## src/rtl/wdg_pkg.sv

```systemverilog
package wdg_pkg;
    localparam int          SEL_W   = 2;
    localparam int          KEY_W   = 5;
    localparam logic [KEY_W-1:0] WDG_KEY = 5'b01100;

    typedef struct packed {
        logic [SEL_W-1:0] sel;
        logic [KEY_W-1:0] key;
        logic             cm_en;
    } svc_word_t;

    typedef struct packed {
        logic [SEL_W-1:0] sel;
        logic             cm_en;
        logic             locked;
        logic             err;
    } ctl_t;
endpackage

```

## src/rtl/wdg_window.sv

```systemverilog
module wdg_window #(
    parameter int LO_LOG2 = 11,
    parameter int SEL_W   = 2
) (
    input  logic             clk_i,
    input  logic             rst_ni,
    input  logic             tick_i,
    input  logic             run_i,
    input  logic             restart_i,
    input  logic [SEL_W-1:0] sel_i,
    output logic             early_o,
    output logic             expire_o
);
    localparam int NSEL = 1 << SEL_W;
    localparam int CW   = LO_LOG2 + NSEL + 1;

    logic [CW-1:0] lim_m1 [NSEL];
    logic [CW-1:0] cnt_d, cnt_q;

    // Last count value of each window: 2^(LO_LOG2+sel+2) - 1
    generate
        for (genvar g = 0; g < NSEL; g++) begin : g_lim
            assign lim_m1[g] = CW'((64'd1 << (LO_LOG2 + g + 2)) - 64'd1);
        end
    endgenerate

    always_comb begin
        cnt_d = cnt_q;
        if (restart_i) begin
            cnt_d = '0;
        end else if (tick_i && run_i) begin
            cnt_d = cnt_q + 1'b1;
        end
    end

    always_ff @(posedge clk_i or negedge rst_ni) begin
        if (!rst_ni) cnt_q <= '0;
        else         cnt_q <= cnt_d;
    end

    assign early_o  = (cnt_q[CW-1:LO_LOG2] == '0);
    assign expire_o = tick_i && run_i && (cnt_q == lim_m1[sel_i]);
endmodule

```

## src/rtl/wdg_clkmon.sv

```systemverilog
module wdg_clkmon (
    input  logic clk_i,
    input  logic rst_ni,
    input  logic cm_en_i,
    input  logic clk_fail_i,
    input  logic halt_i,
    output logic fault_o,
    output logic rise_o
);
    logic fault_d, fault_q;

    always_comb begin
        fault_d = cm_en_i && (clk_fail_i || halt_i);
    end

    always_ff @(posedge clk_i or negedge rst_ni) begin
        if (!rst_ni) fault_q <= 1'b0;
        else         fault_q <= fault_d;
    end

    assign fault_o = fault_d;
    assign rise_o  = fault_d && !fault_q;
endmodule

```

## src/rtl/wdg_svc_check.sv

```systemverilog
module wdg_svc_check
    import wdg_pkg::*;
(
    input  svc_word_t        word_i,
    input  logic [SEL_W-1:0] sel_i,
    input  logic             cm_en_i,
    input  logic             locked_i,
    input  logic             early_i,
    input  logic             fault_i,
    output logic             key_ok_o,
    output logic             ok_o
);
    logic fields_ok;

    always_comb begin
        key_ok_o  = (word_i.key == WDG_KEY);
        fields_ok = (word_i.sel == sel_i) && (word_i.cm_en == cm_en_i);
        if (!locked_i) ok_o = key_ok_o && !fault_i;
        else           ok_o = key_ok_o && !fault_i && fields_ok && !early_i;
    end
endmodule

```

## src/rtl/wdg_keyed_top.sv

```systemverilog
module wdg_keyed_top
    import wdg_pkg::*;
#(
    parameter int LO_LOG2 = 11
) (
    input  logic       clk_i,
    input  logic       rst_ni,
    input  logic       tick_i,
    input  logic       wr_i,
    input  logic [7:0] wdata_i,
    input  logic       halt_i,
    input  logic       idle_i,
    input  logic       idle_exit_i,
    input  logic       clk_fail_i,
    output logic       err_o,
    output logic [7:0] rdata_o
);
    ctl_t      d, q;
    svc_word_t word;
    logic run, svc, early, expire, fault, rise, key_ok, ok, restart;

    assign word    = svc_word_t'(wdata_i);
    assign run     = !halt_i && !idle_i;
    assign svc     = wr_i && run;
    assign restart = svc || expire || rise || idle_exit_i;

    wdg_window #(.LO_LOG2(LO_LOG2), .SEL_W(SEL_W)) u_window (
        .clk_i     (clk_i),
        .rst_ni    (rst_ni),
        .tick_i    (tick_i),
        .run_i     (run),
        .restart_i (restart),
        .sel_i     (q.sel),
        .early_o   (early),
        .expire_o  (expire)
    );

    wdg_clkmon u_clkmon (
        .clk_i      (clk_i),
        .rst_ni     (rst_ni),
        .cm_en_i    (q.cm_en),
        .clk_fail_i (clk_fail_i),
        .halt_i     (halt_i),
        .fault_o    (fault),
        .rise_o     (rise)
    );

    wdg_svc_check u_check (
        .word_i   (word),
        .sel_i    (q.sel),
        .cm_en_i  (q.cm_en),
        .locked_i (q.locked),
        .early_i  (early),
        .fault_i  (fault),
        .key_ok_o (key_ok),
        .ok_o     (ok)
    );

    always_comb begin
        d     = q;
        d.err = (svc && !ok) || (!svc && expire) || rise;
        if (svc && !q.locked) begin
            d.locked = 1'b1;
            if (key_ok) begin
                d.sel   = word.sel;
                d.cm_en = word.cm_en;
            end
        end
    end

    always_ff @(posedge clk_i or negedge rst_ni) begin
        if (!rst_ni) begin
            q.sel    <= '1;
            q.cm_en  <= 1'b1;
            q.locked <= 1'b0;
            q.err    <= 1'b0;
        end else begin
            q <= d;
        end
    end

    assign err_o   = q.err;
    assign rdata_o = {q.sel, {KEY_W{1'b0}}, q.cm_en};
endmodule

```

## config.mk

```make
export PLATFORM = sky130hd
export DESIGN_NAME = wdg_keyed_top
export DESIGN_NICKNAME = d
export VERILOG_FILES = /design/src/rtl/wdg_pkg.sv /design/src/rtl/wdg_window.sv /design/src/rtl/wdg_clkmon.sv /design/src/rtl/wdg_svc_check.sv /design/src/rtl/wdg_keyed_top.sv
export SDC_FILE = /design/constraint.sdc
export NUM_CORES = 1
export LEC_CHECK = 0
export ABC_AREA = 1
export ABC_CLOCK_PERIOD_IN_PS = 2000
export BUFFER_PORTS_ARGS = -buffer_cell sky130_fd_sc_hd__buf_2
export CELL_PAD_IN_SITES_DETAIL_PLACEMENT = 1
export CELL_PAD_IN_SITES_GLOBAL_PLACEMENT = 1
export CORE_MARGIN = 2
export CORE_UTILIZATION = 40
export DETAILED_ROUTE_END_ITERATION = 6
export HOLD_SLACK_MARGIN = 0.12
export PLACE_DENSITY = 0.84
export SYNTH_ARGS = -nofsm -noshare
export SYNTH_HDL_FRONTEND = slang
export SYNTH_SLANG_ARGS = --single-unit
```

## constraint.sdc

```tcl
create_clock -name clk_i -period 2 [get_ports clk_i]
set_clock_uncertainty 0.2 [all_clocks]
set_input_delay 0.4 -clock clk_i [delete_from_list [all_inputs] [get_ports clk_i]]
set_output_delay 0.4 -clock clk_i [all_outputs]
set_load 0.03 [all_outputs]
```

; After elaboration in Yosys (flattened, before gate mapping)
; Cells that the tools add are included.
[totals]
reg_bits = 22
latch_bits = 0
ram_bits = 0
rom_bits = 0
in_bits = 16
output_inout_bits = 9
elab_cells = 49
memories = 0
[classes]
addsub = 1
n_mul = 0
div = 0
n_lt_le_gt_ge = 1
eq_ne = 4
shifts = 0
n_mux = 6
n_bitwise = 1
reduce_logical = 30
[ops]
columns = operator, count
row1 = 2-to-1 mux 16 bit, 4
row2 = binary-select mux 16 bit (select 2 bit), 1
row3 = adder 16 x 1 -> 16 bit (second input constant), 1
row4 = == test 16 bit, 1
row5 = logical AND 1 bit, 13
row6 = logical NOT 1 bit, 8
row7 = logical OR 1 bit, 6
row8 = == test 5 x 4 -> 1 bit (second input constant), 1
row9 = logical NOT 5 bit, 1
row10 = greater-or-equal comparator 3 bit (second input constant), 1
row11 = inverter 2 -> 3 bit, 1
row12 = == test 2 bit, 1
row13 = AND reduction 2 bit, 1
row14 = nonzero test 2 bit, 1
row15 = == test 1 bit, 1
row16 = 2-to-1 mux 1 bit, 1

; Depth between registers and ports, before layout
[logic_depth]
depth_word = 11
depth_mapped = 9
mapped_depth_nobuf = 9

; Hierarchy
; A second synthesis with hierarchy kept.
[unflattened]
cells_unflattened = 210
hier_area_um2 = 1455.1
[modules_own_cells]
columns = mod, instances, cells_each, area_per_inst_um2, seq_area_each_um2
row1 = wdg_window, 1, 144, 992.2, 400.4
row2 = wdg_keyed_top, 1, 37, 311.5, 128.9
row3 = wdg_svc_check, 1, 24, 102.6, 0.0
row4 = wdg_clkmon, 1, 5, 48.8, 25.0

; Worst setup path before layout
; No wires, ideal clock.
[synth_timing]
path_kind = register -> register
from = reg q, in the netlist rdata_o[7]
to = reg u_window.cnt_q[6]
setup_time_ns = 0.121
arrival_ns = 1.472
required_time_ns = 1.679
setup_slack_ns = 0.207
path_stages_with_launch = 10
n_path_buf = 2
period_less_slack_ns = 1.793
cell_sequence = dfstp_2 clkbuf_2 inv_1 nand2_1 nand3_1 nor2_1 nand3_2 nand3_4 buf_12 nor2_2
[synth_between]
elab_chain_len = 10
word_cells_on_any_way = 11
cone_classes = eq/ne (1) / mux (4) / bitwise (1) / reduce/logical (5)
[synth_rtl]
columns = element, line_no
row1 = "start, declared", wdg_keyed_top.sv:18  ; ctl_t d, q;
row2 = inverter 2 -> 3 bit (not written as such) *, wdg_window.sv:42  ; assign expire_o = tick_i && run_i && (cnt_q == lim_m1[sel_i]);
row3 = binary-select mux 16 bit (select 2 bit) *, wdg_window.sv:42
row4 = 2-to-1 mux 16 bit (not written as such) * (2 in a row), wdg_window.sv:42
row5 = == test 16 bit *, wdg_window.sv:42
row6 = logical AND 1 bit *, wdg_window.sv:42
row7 = logical OR 1 bit * (3 in a row), wdg_keyed_top.sv:25  ; assign restart = svc || expire || rise || idle_exit_i;
row8 = 2-to-1 mux 16 bit / nonzero test 2 bit (equally long branches), --
row9 = "end signal, assigned", wdg_window.sv:38  ; else cnt_q <= cnt_d;
row10 = "end, declared", wdg_window.sv:18  ; logic [CW-1:0] cnt_d, cnt_q;
; Every way passes the cells marked *; elsewhere a longest branch is shown, timed or not. The select of a mux whose other input is x is not followed.
; A chain may end at the register's enable or synchronous reset.

; Worst setup path after layout
[layout_timing]
from = reg u_window.cnt_q[0]
to = reg u_window.cnt_q[1]
[layout_between]
elab_chain_len = 6
word_cells_on_any_way = 9
cone_classes = add/sub (1) / eq/ne (1) / mux (2) / reduce/logical (5)
[layout_rtl]
columns = element
row1 = branches (longest 6 deep; another with adder 16 x 1 -> 16 bit)
; Parallel ways; which one is timed is not known. The select of a mux whose other input is x is not followed.

==> impl_metrics.env <==
export IMPL_status="finished, final reports clean"
export IMPL_final_cell_mix="nand2_1, nor2_1, buf_2, dfrtp_1, inv_1"
export IMPL_max_cap_violations=0
export IMPL_tightest_slew_ns=0.519
export IMPL_drive_above_1_share_pct=25.0
export IMPL_cts_tree="built"
export IMPL_m1WireLength_um=1440
export IMPL_wire_per_inst_um=14.8
export IMPL_cts_setup_buffers=0
export IMPL_io_buffers=19
export IMPL_coreArea_um2=3310
export IMPL_period_minus_slack_ns=1.85
export IMPL_grt_pass1_vias=1371
export IMPL_synth_avg_cell_area_um2=7.82
export IMPL_p_sw_mw=0.194
export IMPL_pin_count=25
export IMPL_syn_area_um2=1360
export IMPL_slew_viol_final=0
export IMPL_num_vias=1235
export IMPL_power_density_nw_per_um2=482
export IMPL_crit_required_ns=2.01
export IMPL_top_layer="met4"
export IMPL_die_area_um2=3890
export IMPL_met2WireLength_um=1880
export IMPL_path_max_fanout=8
export IMPL_rows=21
export IMPL_die_x_um=62.3
export IMPL_gr_total_overflow=0
export IMPL_grt_start_max_net_pins=23
export IMPL_worstSetupPathType="register to register"
export IMPL_max_slew_margin_rel_pct=65.4
export IMPL_tns_ns=0
export IMPL_post_dp_hpwl_um=2720
export IMPL_cts_buffers=3
export IMPL_finalHoldViolCount=0
export IMPL_insertedDiodeCount=0
export IMPL_intPower_mw=0.549
export IMPL_finalSetupViolCount=0
export IMPL_cts_clk_slew_worst_paths_ns=0.12
export IMPL_endpoint_kind="register"
export IMPL_yosysSeqAreaShare_pct=40.7
export IMPL_hold_path_class="input port to register"
export IMPL_fin_util_pct=46.6
export IMPL_grt_pass1_wl_um=6180
export IMPL_hold_slack_ns=0.121
export IMPL_drc=0
export IMPL_netlist_cell_type_count=28
export IMPL_die_h_um=62.3
export IMPL_cp_arrival_ns=1.86
export IMPL_drtAntennaViolNets=0
export IMPL_start_util_pct=41.1
export IMPL_period_share_pct=92.7
export IMPL_syn_inst=174
export IMPL_met3WireLength_um=143
export IMPL_clockBufferDepth=2
export IMPL_layout_commonest_cell="nand2_1"
export IMPL_layout_nets=214
export IMPL_r2r_slack_ns=0.15
export IMPL_clock_sinks=22
export IMPL_drt_wl_total_um=3570
export IMPL_combPwrFrac_pct=10.6
export IMPL_leakagePower_nw=0.683
export IMPL_yosysWarnings=0
export IMPL_seq_power_share_pct=60.4
export IMPL_grt_usage_pct=19.9
export IMPL_pwr_share_clk_pct=29.0
export IMPL_fmax_mhz=539
export IMPL_startpoint_type="register"
export IMPL_ir_drop_v=0.000462
export IMPL_drt_iter0_drc=50
export IMPL_swShare_pct=26.1
export IMPL_ctsHtreeMaxLevel=1
export IMPL_synth_seq_cells=22
export IMPL_cts_root_buf="clkbuf_4"
export IMPL_insertion_delay_ns=0.32
export IMPL_syn_to_final_growth_pct=13.3
export IMPL_antenna_found_initial=0
export IMPL_place_congestion=0.784
export IMPL_via_per_inst=5.10
export IMPL_first_pass_iters=4
export IMPL_fillCellCount=426
through the flow:
step | cell area [um^2] | power (mW) | cells | worst slack, ns
after floorplan | 1380 | 0.509 | 178 | 0.207
after global placement | 1460 | 0.527 | 235 | 0.146
after detailed placement | 1460 | 0.530 | 235 | 0.0264
after CTS | 1510 | 0.748 | 241 | 0.0120
after global routing | 1540 | 0.775 | 242 | -0.00270
final | 1540 | 0.744 | 242 | 0.146
critical path, cell delays in order (launching register included):
cell and delay (ns):
dfrtp_2 0.43, ha_1 0.22, nand3_1 0.15, nor2_4 0.14, nand2_1 0.10, nor2_4 0.14
nand3_4 0.12, nand3_4 0.15, a21oi_1 0.08
sequential cells by signal, summed over array words and instances (netlist names):
signal,count
u_window.cnt_q,16
rdata_o,3
err_o,1
q,1
u_clkmon.fault_q,1
routing by layer:
metal,global-route usage (%),up-vias
met3,5.07,12
met2,37.4,42
met5,0,-
met4,5.00,0
li1,-,588
met1,22.5,593
what timing repair did:
action,CTS,global route
hold buffers,2,0
endpoints found under the setup margin,0,17
resized for setup,0,6
endpoints found under the hold margin,20,0
worst paths after layout:
kind,startpoint,end,cells after the start
max,u_window.cnt_q[0],u_window.cnt_q[1],8
min,wdata_i[0],rdata_o[0],3
max reg2reg,u_window.cnt_q[0],u_window.cnt_q[1],8
min reg2reg,rdata_o[0],rdata_o[0],2
max in group asynchronous,rst_ni,u_window.cnt_q[0],2
min in group asynchronous,rst_ni,u_clkmon.fault_q,2
cell type report:
| class | count | area [um^2] | area share (%) |
|---|---|---|---|
| Multi-Input combinational cell | 133 | 727 | 47.1 |
| Sequential cell | 22 | 557 | 36.1 |
| Timing Repair Buffer | 21 | 115 | 7.46 |
| Inverter | 16 | 60.1 | 3.89 |
| Clock buffer | 4 | 26.3 | 1.70 |
| Tap cell | 46 | 57.6 | 3.73 |
cell usage after synthesis:
master / instances / area (um^2)
a21oi_1: 5 / 25.0
xor2_1: 4 / 35.0
nor3_4: 1 / 16.3
dfstp_2: 3 / 78.8
ha_1: 1 / 12.5
inv_1: 15 / 56.3
nand2_2: 1 / 6.26
dfrtp_1: 19 / 475
nor4_1: 1 / 6.26
nor3_1: 4 / 20.0
xnor2_1: 6 / 52.6
nor2_4: 1 / 11.3
nand2_1: 41 / 154
nor2_2: 13 / 81.3
buf_12: 1 / 20.0
nand3_4: 1 / 17.5
a31o_2: 1 / 8.76
or2_0: 1 / 6.26
nand3_2: 2 / 20.0
o21a_1: 1 / 7.51
inv_2: 1 / 3.75
nor2_1: 22 / 82.6
o21ai_0: 3 / 15.0
conb_1: 1 / 3.75
nand3_1: 14 / 70.1
buf_4: 6 / 45.0
nand4_1: 4 / 25.0
clkbuf_2: 1 / 5.00
cells by family after synthesis:
| group | after synthesis | synth area share [%] |
|---|---|---|
| other cells | 1 | 0.275 |
| flops | 22 | 40.7 |
| compound gates | 10 | 4.14 |
| xor+xnor | 10 | 6.43 |
| buf+inv | 24 | 9.56 |
| fa+ha+maj | 1 | 0.919 |
| simple gates | 106 | 38.0 |
power groups by stage:
stage	Combinational [mW]	Clock, mW	Sequential [mW]
floorplan	0.0501	0	0.458
global placement	0.0704	0	0.457
detailed placement	0.0728	0	0.457
CTS	0.0760	0.223	0.449
global route	0.0873	0.238	0.450
finish	0.0790	0.216	0.449
Note: power is estimated with default switching activity, not from simulation.
